--- config.mk ---
export PLATFORM = sky130hd
export DESIGN_NAME = usbdev_irq_regs
export DESIGN_NICKNAME = d
export VERILOG_FILES = /design/src/rtl/usbdev_reg_pkg.sv /design/src/rtl/usbdev_evt_latch.sv /design/src/rtl/usbdev_irq_drive.sv /design/src/rtl/usbdev_addr_cmp.sv /design/src/rtl/usbdev_irq_regs.sv
export SDC_FILE = /design/constraint.sdc
export NUM_CORES = 1
export LEC_CHECK = 0
export BUFFER_PORTS_ARGS = -buffer_cell sky130_fd_sc_hd__buf_2
export CORE_MARGIN = 2
export CORE_UTILIZATION = 24
export CTS_BUF_LIST = sky130_fd_sc_hd__clkbuf_16
export DETAILED_ROUTE_END_ITERATION = 8
export PLACE_DENSITY = 0.47
export SYNTH_ARGS = -nofsm -noshare
export SYNTH_HDL_FRONTEND = slang
export SYNTH_SLANG_ARGS = --single-unit
--- constraint.sdc ---
create_clock -name clk -period 1.61 [get_ports clk]
set_input_delay 0.0805 -clock clk [delete_from_list [all_inputs] [get_ports clk]]
set_output_delay 0.0805 -clock clk [all_outputs]
set_load 0.02 [all_outputs]
--- src/rtl/usbdev_reg_pkg.sv ---
// Package: register offsets and event layout shared by the register bank.
// Assumes an 8-bit offset space on the host bus.
package usbdev_reg_pkg;
    localparam logic [7:0] OFS_IRQ_MASK = 8'h06;
    localparam logic [7:0] OFS_DEV_ADDR = 8'h07;
    localparam logic [7:0] OFS_IRQ_STAT = 8'h0D;
    // events beyond the per-endpoint ones: DMA done, start-of-frame, bus reset
    localparam int unsigned NON_EP_EVENTS = 3;
endpackage

--- src/rtl/usbdev_evt_latch.sv ---
// Module: sticky event latches with write-1-to-clear.
// One flop per event. A pulse sets the bit, and a clear bit resets it.
// When both arrive in the same cycle, the set wins.
// Assumes event pulses are synchronous to clk.
module usbdev_evt_latch #(
    parameter int unsigned WIDTH = 7
) (
    input  logic             clk,
    input  logic             rst_n,
    input  logic [WIDTH-1:0] evt_i,
    input  logic [WIDTH-1:0] clr_i,
    output logic [WIDTH-1:0] stat_o
);
    for (genvar gi = 0; gi < WIDTH; gi++) begin : g_bit
        logic flag_q;
        // per-bit latch: the set takes priority over the clear
        always_ff @(posedge clk) begin
            if (!rst_n)
                flag_q <= 1'b0;
            else if (evt_i[gi])
                flag_q <= 1'b1;
            else if (clr_i[gi])
                flag_q <= 1'b0;
        end
        assign stat_o[gi] = flag_q;
    end
endmodule

--- src/rtl/usbdev_irq_drive.sv ---
// Module: registered interrupt request.
// Raises the request from pending bits whose mask bit is set.
// Assumes the mask and status vectors are bit-aligned.
module usbdev_irq_drive #(
    parameter int unsigned WIDTH = 7
) (
    input  logic             clk,
    input  logic             rst_n,
    input  logic [WIDTH-1:0] mask_i,
    input  logic [WIDTH-1:0] stat_i,
    output logic             irq_o
);
    logic any_pending;

    // reduce the masked pending bits to a single request
    always_comb any_pending = |(mask_i & stat_i);

    // register the request so the output is glitch-free
    always_ff @(posedge clk) begin
        if (!rst_n)
            irq_o <= 1'b0;
        else
            irq_o <= any_pending;
    end
endmodule

--- src/rtl/usbdev_addr_cmp.sv ---
// Module: token address comparator.
// Purely combinational equality check.
// Assumes the caller passes only the address bits that take part in the compare.
module usbdev_addr_cmp #(
    parameter int unsigned TOK_W = 7
) (
    input  logic [TOK_W-1:0] dev_addr_i,
    input  logic [TOK_W-1:0] tok_addr_i,
    output logic             hit_o
);
    // flag equality of the token address and the stored address
    always_comb hit_o = (dev_addr_i == tok_addr_i);
endmodule

--- src/rtl/usbdev_irq_regs.sv ---
// Module: interrupt mask, status and device address register bank.
// Host-bus writes take effect at the clock edge. Reads are combinational.
// Assumes one write per strobe cycle and events as single-cycle pulses.
module usbdev_irq_regs
    import usbdev_reg_pkg::*;
#(
    parameter int unsigned NUM_EP = 4,
    parameter int unsigned TOK_W  = 7
) (
    input  logic                    clk,
    input  logic                    rst_n,
    input  logic [7:0]              bus_addr,
    input  logic [NUM_EP+3:0]       bus_wdata,
    input  logic                    bus_wr,
    output logic [NUM_EP+3:0]       bus_rdata,
    input  logic [NUM_EP-1:0]       ev_ep_done,
    input  logic                    ev_dma_done,
    input  logic                    ev_sof,
    input  logic                    ev_bus_reset,
    input  logic                    dma_busy,
    input  logic [TOK_W-1:0]        tok_addr,
    output logic                    addr_hit,
    output logic                    irq
);
    localparam int unsigned EVT_W = NUM_EP + NON_EP_EVENTS;
    localparam int unsigned DW    = EVT_W + 1;

    logic             sel_mask, sel_addr, sel_stat;
    logic [EVT_W-1:0] ev_vec;
    logic [EVT_W-1:0] clr_vec;
    logic [EVT_W-1:0] stat_q;
    logic [DW-1:0]    en_q;
    logic [DW-1:0]    dev_addr_q;

    // decode the offset into register selects
    always_comb begin
        sel_mask = (bus_addr == OFS_IRQ_MASK);
        sel_addr = (bus_addr == OFS_DEV_ADDR);
        sel_stat = (bus_addr == OFS_IRQ_STAT);
    end

    // gather event pulses in status bit order, and form the clear vector
    always_comb begin
        ev_vec  = {ev_bus_reset, ev_sof, ev_dma_done, ev_ep_done};
        clr_vec = (bus_wr && sel_stat) ? bus_wdata[EVT_W-1:0] : '0;
    end

    // mask register: plain read/write storage
    always_ff @(posedge clk) begin
        if (!rst_n)
            en_q <= '0;
        else if (bus_wr && sel_mask)
            en_q <= bus_wdata;
    end

    // device address register: plain read/write storage
    always_ff @(posedge clk) begin
        if (!rst_n)
            dev_addr_q <= '0;
        else if (bus_wr && sel_addr)
            dev_addr_q <= bus_wdata;
    end

    usbdev_evt_latch #(.WIDTH(EVT_W)) u_latch (
        .clk    (clk),
        .rst_n  (rst_n),
        .evt_i  (ev_vec),
        .clr_i  (clr_vec),
        .stat_o (stat_q)
    );

    usbdev_irq_drive #(.WIDTH(EVT_W)) u_irq (
        .clk    (clk),
        .rst_n  (rst_n),
        .mask_i (en_q[EVT_W-1:0]),
        .stat_i (stat_q),
        .irq_o  (irq)
    );

    usbdev_addr_cmp #(.TOK_W(TOK_W)) u_cmp (
        .dev_addr_i (dev_addr_q[TOK_W-1:0]),
        .tok_addr_i (tok_addr),
        .hit_o      (addr_hit)
    );

    // read mux; the top status bit is the live DMA busy level
    always_comb begin
        bus_rdata = '0;
        if (sel_mask)
            bus_rdata = en_q;
        else if (sel_addr)
            bus_rdata = dev_addr_q;
        else if (sel_stat)
            bus_rdata = {dma_busy, stat_q};
    end
endmodule

Yosys cells after proc, flatten, opt, wreduce, memory -nomap -nowiden
Cells that the tools add are included.
- eq/ne operators: 4
- muxes and demuxes: 18
- bitwise logic cells: 1
- reductions and logical operators: 11
- operators with widths (kind ; number):
    $mux W8 ; 3
    $eq A8 B3 Y1 const B ; 2
    $mux W1 ; 14
    $reduce_bool A2 Y1 ; 7
    $eq A8 B4 Y1 const B ; 1
    $and A7 B7 Y7 ; 1
    $eq A7 B7 Y1 ; 1
    $mux W7 ; 1
    $reduce_or A7 Y1 ; 1
    $logic_and A1 B1 Y1 ; 3
- register bits after elaboration: 24
- input port bits: 34
- output and inout bits: 10
- word-level logic and storage cells: 44

Logic depth before layout (Yosys ltp)
- word-level depth: 5
- mapped depth: 5
- mapped depth without buffers: 3

Cells and area by module
From an unflattened synthesis, not the netlist that was laid out.
- cell total of the unflattened synthesis: 161
- area total of the unflattened synthesis: 1365.1 sq um
- by module, submodules not included (module ; instances ; cells an instance ; area each (sq um)):
    usbdev_irq_regs ; 1 ; 118 ; 940.9
    usbdev_evt_latch ; 1 ; 28 ; 289.0
    usbdev_addr_cmp ; 1 ; 9 ; 80.1
    usbdev_irq_drive ; 1 ; 6 ; 55.1

Worst setup path before layout
OpenSTA, ideal clock, no wires.
- path kind: register -> output
- start: register dev_addr_q[6]
- end: output port addr_hit
- arrival: 1183 ps
- required time: 1529 ps
- slack: 347 ps
- cell stages (with the launch flop): 3
- cell sequence: dfxtp_1 -> xor2_1 -> nor4_1
- longest elaborated chain between the ends: 1
- RTL lines (what ; line ; source):
    start, declared ; usbdev_irq_regs.sv:33 ; logic [DW-1:0] dev_addr_q;
    start signal, assigned ; usbdev_irq_regs.sv:61 ; dev_addr_q <= bus_wdata;
    $eq A7 B7 Y1 ; usbdev_addr_cmp.sv:12 ; always_comb hit_o = (dev_addr_i == tok_addr_i);
    end, declared ; usbdev_irq_regs.sv:22 ; output logic addr_hit,
No other way between the ends.

Worst setup path after layout
- start: register dev_addr_q[3]
- end: output port bus_rdata[3]
- longest elaborated chain between the ends: 2
- RTL lines (what ; line ; source):
    $mux W8 ; usbdev_irq_regs.sv:91 ; else if (sel_addr)
    $mux W8 ; usbdev_irq_regs.sv:89 ; if (sel_mask)
    end, declared ; usbdev_irq_regs.sv:15 ; output logic [NUM_EP+3:0] bus_rdata,
No other way between the ends.

==> flow_summary.json <==
{
  "seq_power_share_pct": 41.6,
  "antenna_cells": 0,
  "cap_violations": 0,
  "grt_util_met2_pct": 18.24,
  "grtUsageTotal_pct": 13.02,
  "start_util_pct": 24.86,
  "htree_levels": 1,
  "synthCells": 156,
  "finalMaxSlewViolations": 0,
  "path_class": "flop to primary output",
  "finalHoldViolations": 0,
  "drt-initial-drc-count": 71,
  "gr-usage-met1_pct": 19.33,
  "endpoint_kind": "primary output",
  "die_y_um": 79.52,
  "grt_use_met3_pct": 2.715,
  "status": "complete, no violations",
  "skew_ps": 7.566,
  "p_total_mw": 1.487,
  "fmax_ghz": 0.7413,
  "ant_nets": 0,
  "area_growth_syn_to_layout_pct": 29.43,
  "cts_buffers": 3,
  "ys.flop_type": "dfxtp_1",
  "hpwl_um": 2930,
  "ys_seq_area_share_pct": 35.10,
  "finalCriticalPeriod_ps": 1349,
  "cts.sinks": 24,
  "holdCritPathClass": "primary input to flop",
  "cts.clk_slew.worst_paths_ps": 70,
  "viasPerCell": 4.600,
  "synth.cell_area_um2": 1369,
  "layout_commonest_cell": "buf_2",
  "ys_types": 25,
  "clockPowerShare_pct": 48.4,
  "switching_share_pct": 21.44,
  "first_pass_iters": 5,
  "core_um2": 5507,
  "worst_pin_slew_ps": 565.0,
  "critPathLaunchType": "flop",
  "path_max_fanout": 3,
  "wl_per_cell_um": 14.54,
  "cts_tree": "built",
  "p_leak_nw": 0.8797,
  "final_area_um2": 1772,
  "dieWidth_um": 79.52,
  "num_rows": 27,
  "fin_crit_sh_pct": 83.78,
  "place.gp.congestion": 0.7296,
  "ir_worst_vdd_mv": 0.3123,
  "dieArea_um2": 6323,
  "rsz0062_at_grt": "false",
  "grt_pass1_vias": 1249,
  "routed_wl_um": 3925,
  "antenna_found_initial": 0,
  "mostFrequentLayoutCells": "buf_2 (43), nand2_1 (33), dfxtp_1 (24)",
  "place_area_um2": 1667,
  "fin_util_pct": 32.17,
  "postCtsSetupBuffers": 0,
  "grt.busiest_layer": "met1",
  "ys_ff_latch": 24,
  "dp_slack_ps": 302.9,
  "grt_overflow": 0,
  "slew_headroom_pct": 62.34,
  "vias": 1242,
  "nets": 233,
  "p_sw_uw": 318.8,
  "cp.arrival_ps": 1270,
  "pwr-share-comb_pct": 9.9,
  "drive_above_1_share_pct": 31.82,
  "cts-hold-fix-buffers": 0,
  "insertion_delay_ps": 260,
  "setup_violations": 0,
  "cts_root_buf": "clkbuf_16",
  "setup_ws_ps": 261.1,
  "tns_ps": 0,
  "grt_pass1_wl_um": 6279,
  "drc_errors": 0,
  "p_per_area_nw_per_um2": 839.5,
  "cts_resized": 0,
  "syn-num-nets": 190,
  "synth_enable_flop_cells": 0,
  "syn_area_per_cell_um2": 8.774,
  "grt_max_degree": 33,
  "io_buffers": 43,
  "worst_ep_required_time_ps": 1530,
  "cts_buffer_depth": 2,
  "intPower_mw": 1.169,
  "async_flop_share_pct": 0,
  "ioPinCount": 44,
  "yosysWarnings": 0
}
stage by stage:
| stage | hold WS, ps | instances |
|---|---|---|
| 2_1_floorplan | 202.5 | 156 |
| 3_3_place_gp | 313.4 | 266 |
| 3_5_place_dp | 313.7 | 266 |
| 4_1_cts | 36.52 | 270 |
| 5_1_grt | 43.87 | 270 |
| 6_report | 38.85 | 270 |
power groups by stage:
| stage | clock [mW] | sequential, mW | combinational, mW |
|---|---|---|---|
| 3_5_place_dp | 0 | 0.632 | 0.149 |
| 4_1_cts | 0.737 | 0.618 | 0.150 |
| 2_1_floorplan | 0 | 0.626 | 0.0739 |
| 6_report | 0.720 | 0.619 | 0.148 |
| 5_1_grt | 0.756 | 0.620 | 0.165 |
| 3_3_place_gp | 0 | 0.632 | 0.149 |
cell families (layout without fill, tap and decap cells):
kind of cell	Yosys count	in the layout	synth area share (%)
mux	16	16	11.70
flops	24	24	35.10
compound gates	34	34	15.17
xor+xnor	7	7	4.479
buf+inv	17	59	4.936
simple gates	58	58	28.61
final timing paths:
check | startpoint | end | slack (ps) | cells after the start
setup / recovery | dev_addr_q[3] | bus_rdata[3] | 260 | 4
hold / removal | bus_wdata[5] | u_latch.g_bit[5].flag_q | 40 | 2
setup reg to reg | u_latch.g_bit[5].flag_q | u_irq.irq_o | 640 | 2
hold reg to reg | dev_addr_q[7] | dev_addr_q[7] | 460 | 2
synth_stat cells (3+ instances only):
master	instances	area [um^2]
mux2i_1	16	160.2
and3b_1	10	87.58
o21ai_0	13	65.06
a21oi_1	8	40.04
clkbuf_1	6	22.52
nand2_1	33	123.9
dfxtp_1	24	480.5
xnor2_1	4	35.03
buf_2	3	15.01
and3b_2	6	60.06
xor2_1	3	26.28
inv_1	8	30.03
a41oi_1	7	61.31
final cells by class:
class | count | area (um^2)
clock buffers | 3 | 75.07
multi-input cells | 115 | 820.8
inverters | 8 | 30.03
clock inverters | 1 | 30.03
fillers | 589 | 3735
well taps | 72 | 90.09
flip-flops and latches | 24 | 480.5
repair buffers | 47 | 245.2
flip-flops by register name (all words and copies together), names as in the netlist:
name	count
dev_addr_q	8
en_q	8
u_latch.g_bit.flag_q	7
u_irq.irq_o	1
critical path, stage by stage (launching register included):
cell	delay (ps)
dfxtp_1	360
and3b_1	170
o21ai_1	70
a21oi_1	210
buf_2	210
metal layers:
| layer | part of all wire [%] | vias up |
|---|---|---|
| li1 | - | 644 |
| met1 | 52 | 553 |
| met2 | 40 | 40 |
| met3 | 6.5 | 5 |
| met4 | 1.4 | 0 |
| met5 | 0 | - |
Note: power is estimated with default switching activity, not from simulation.
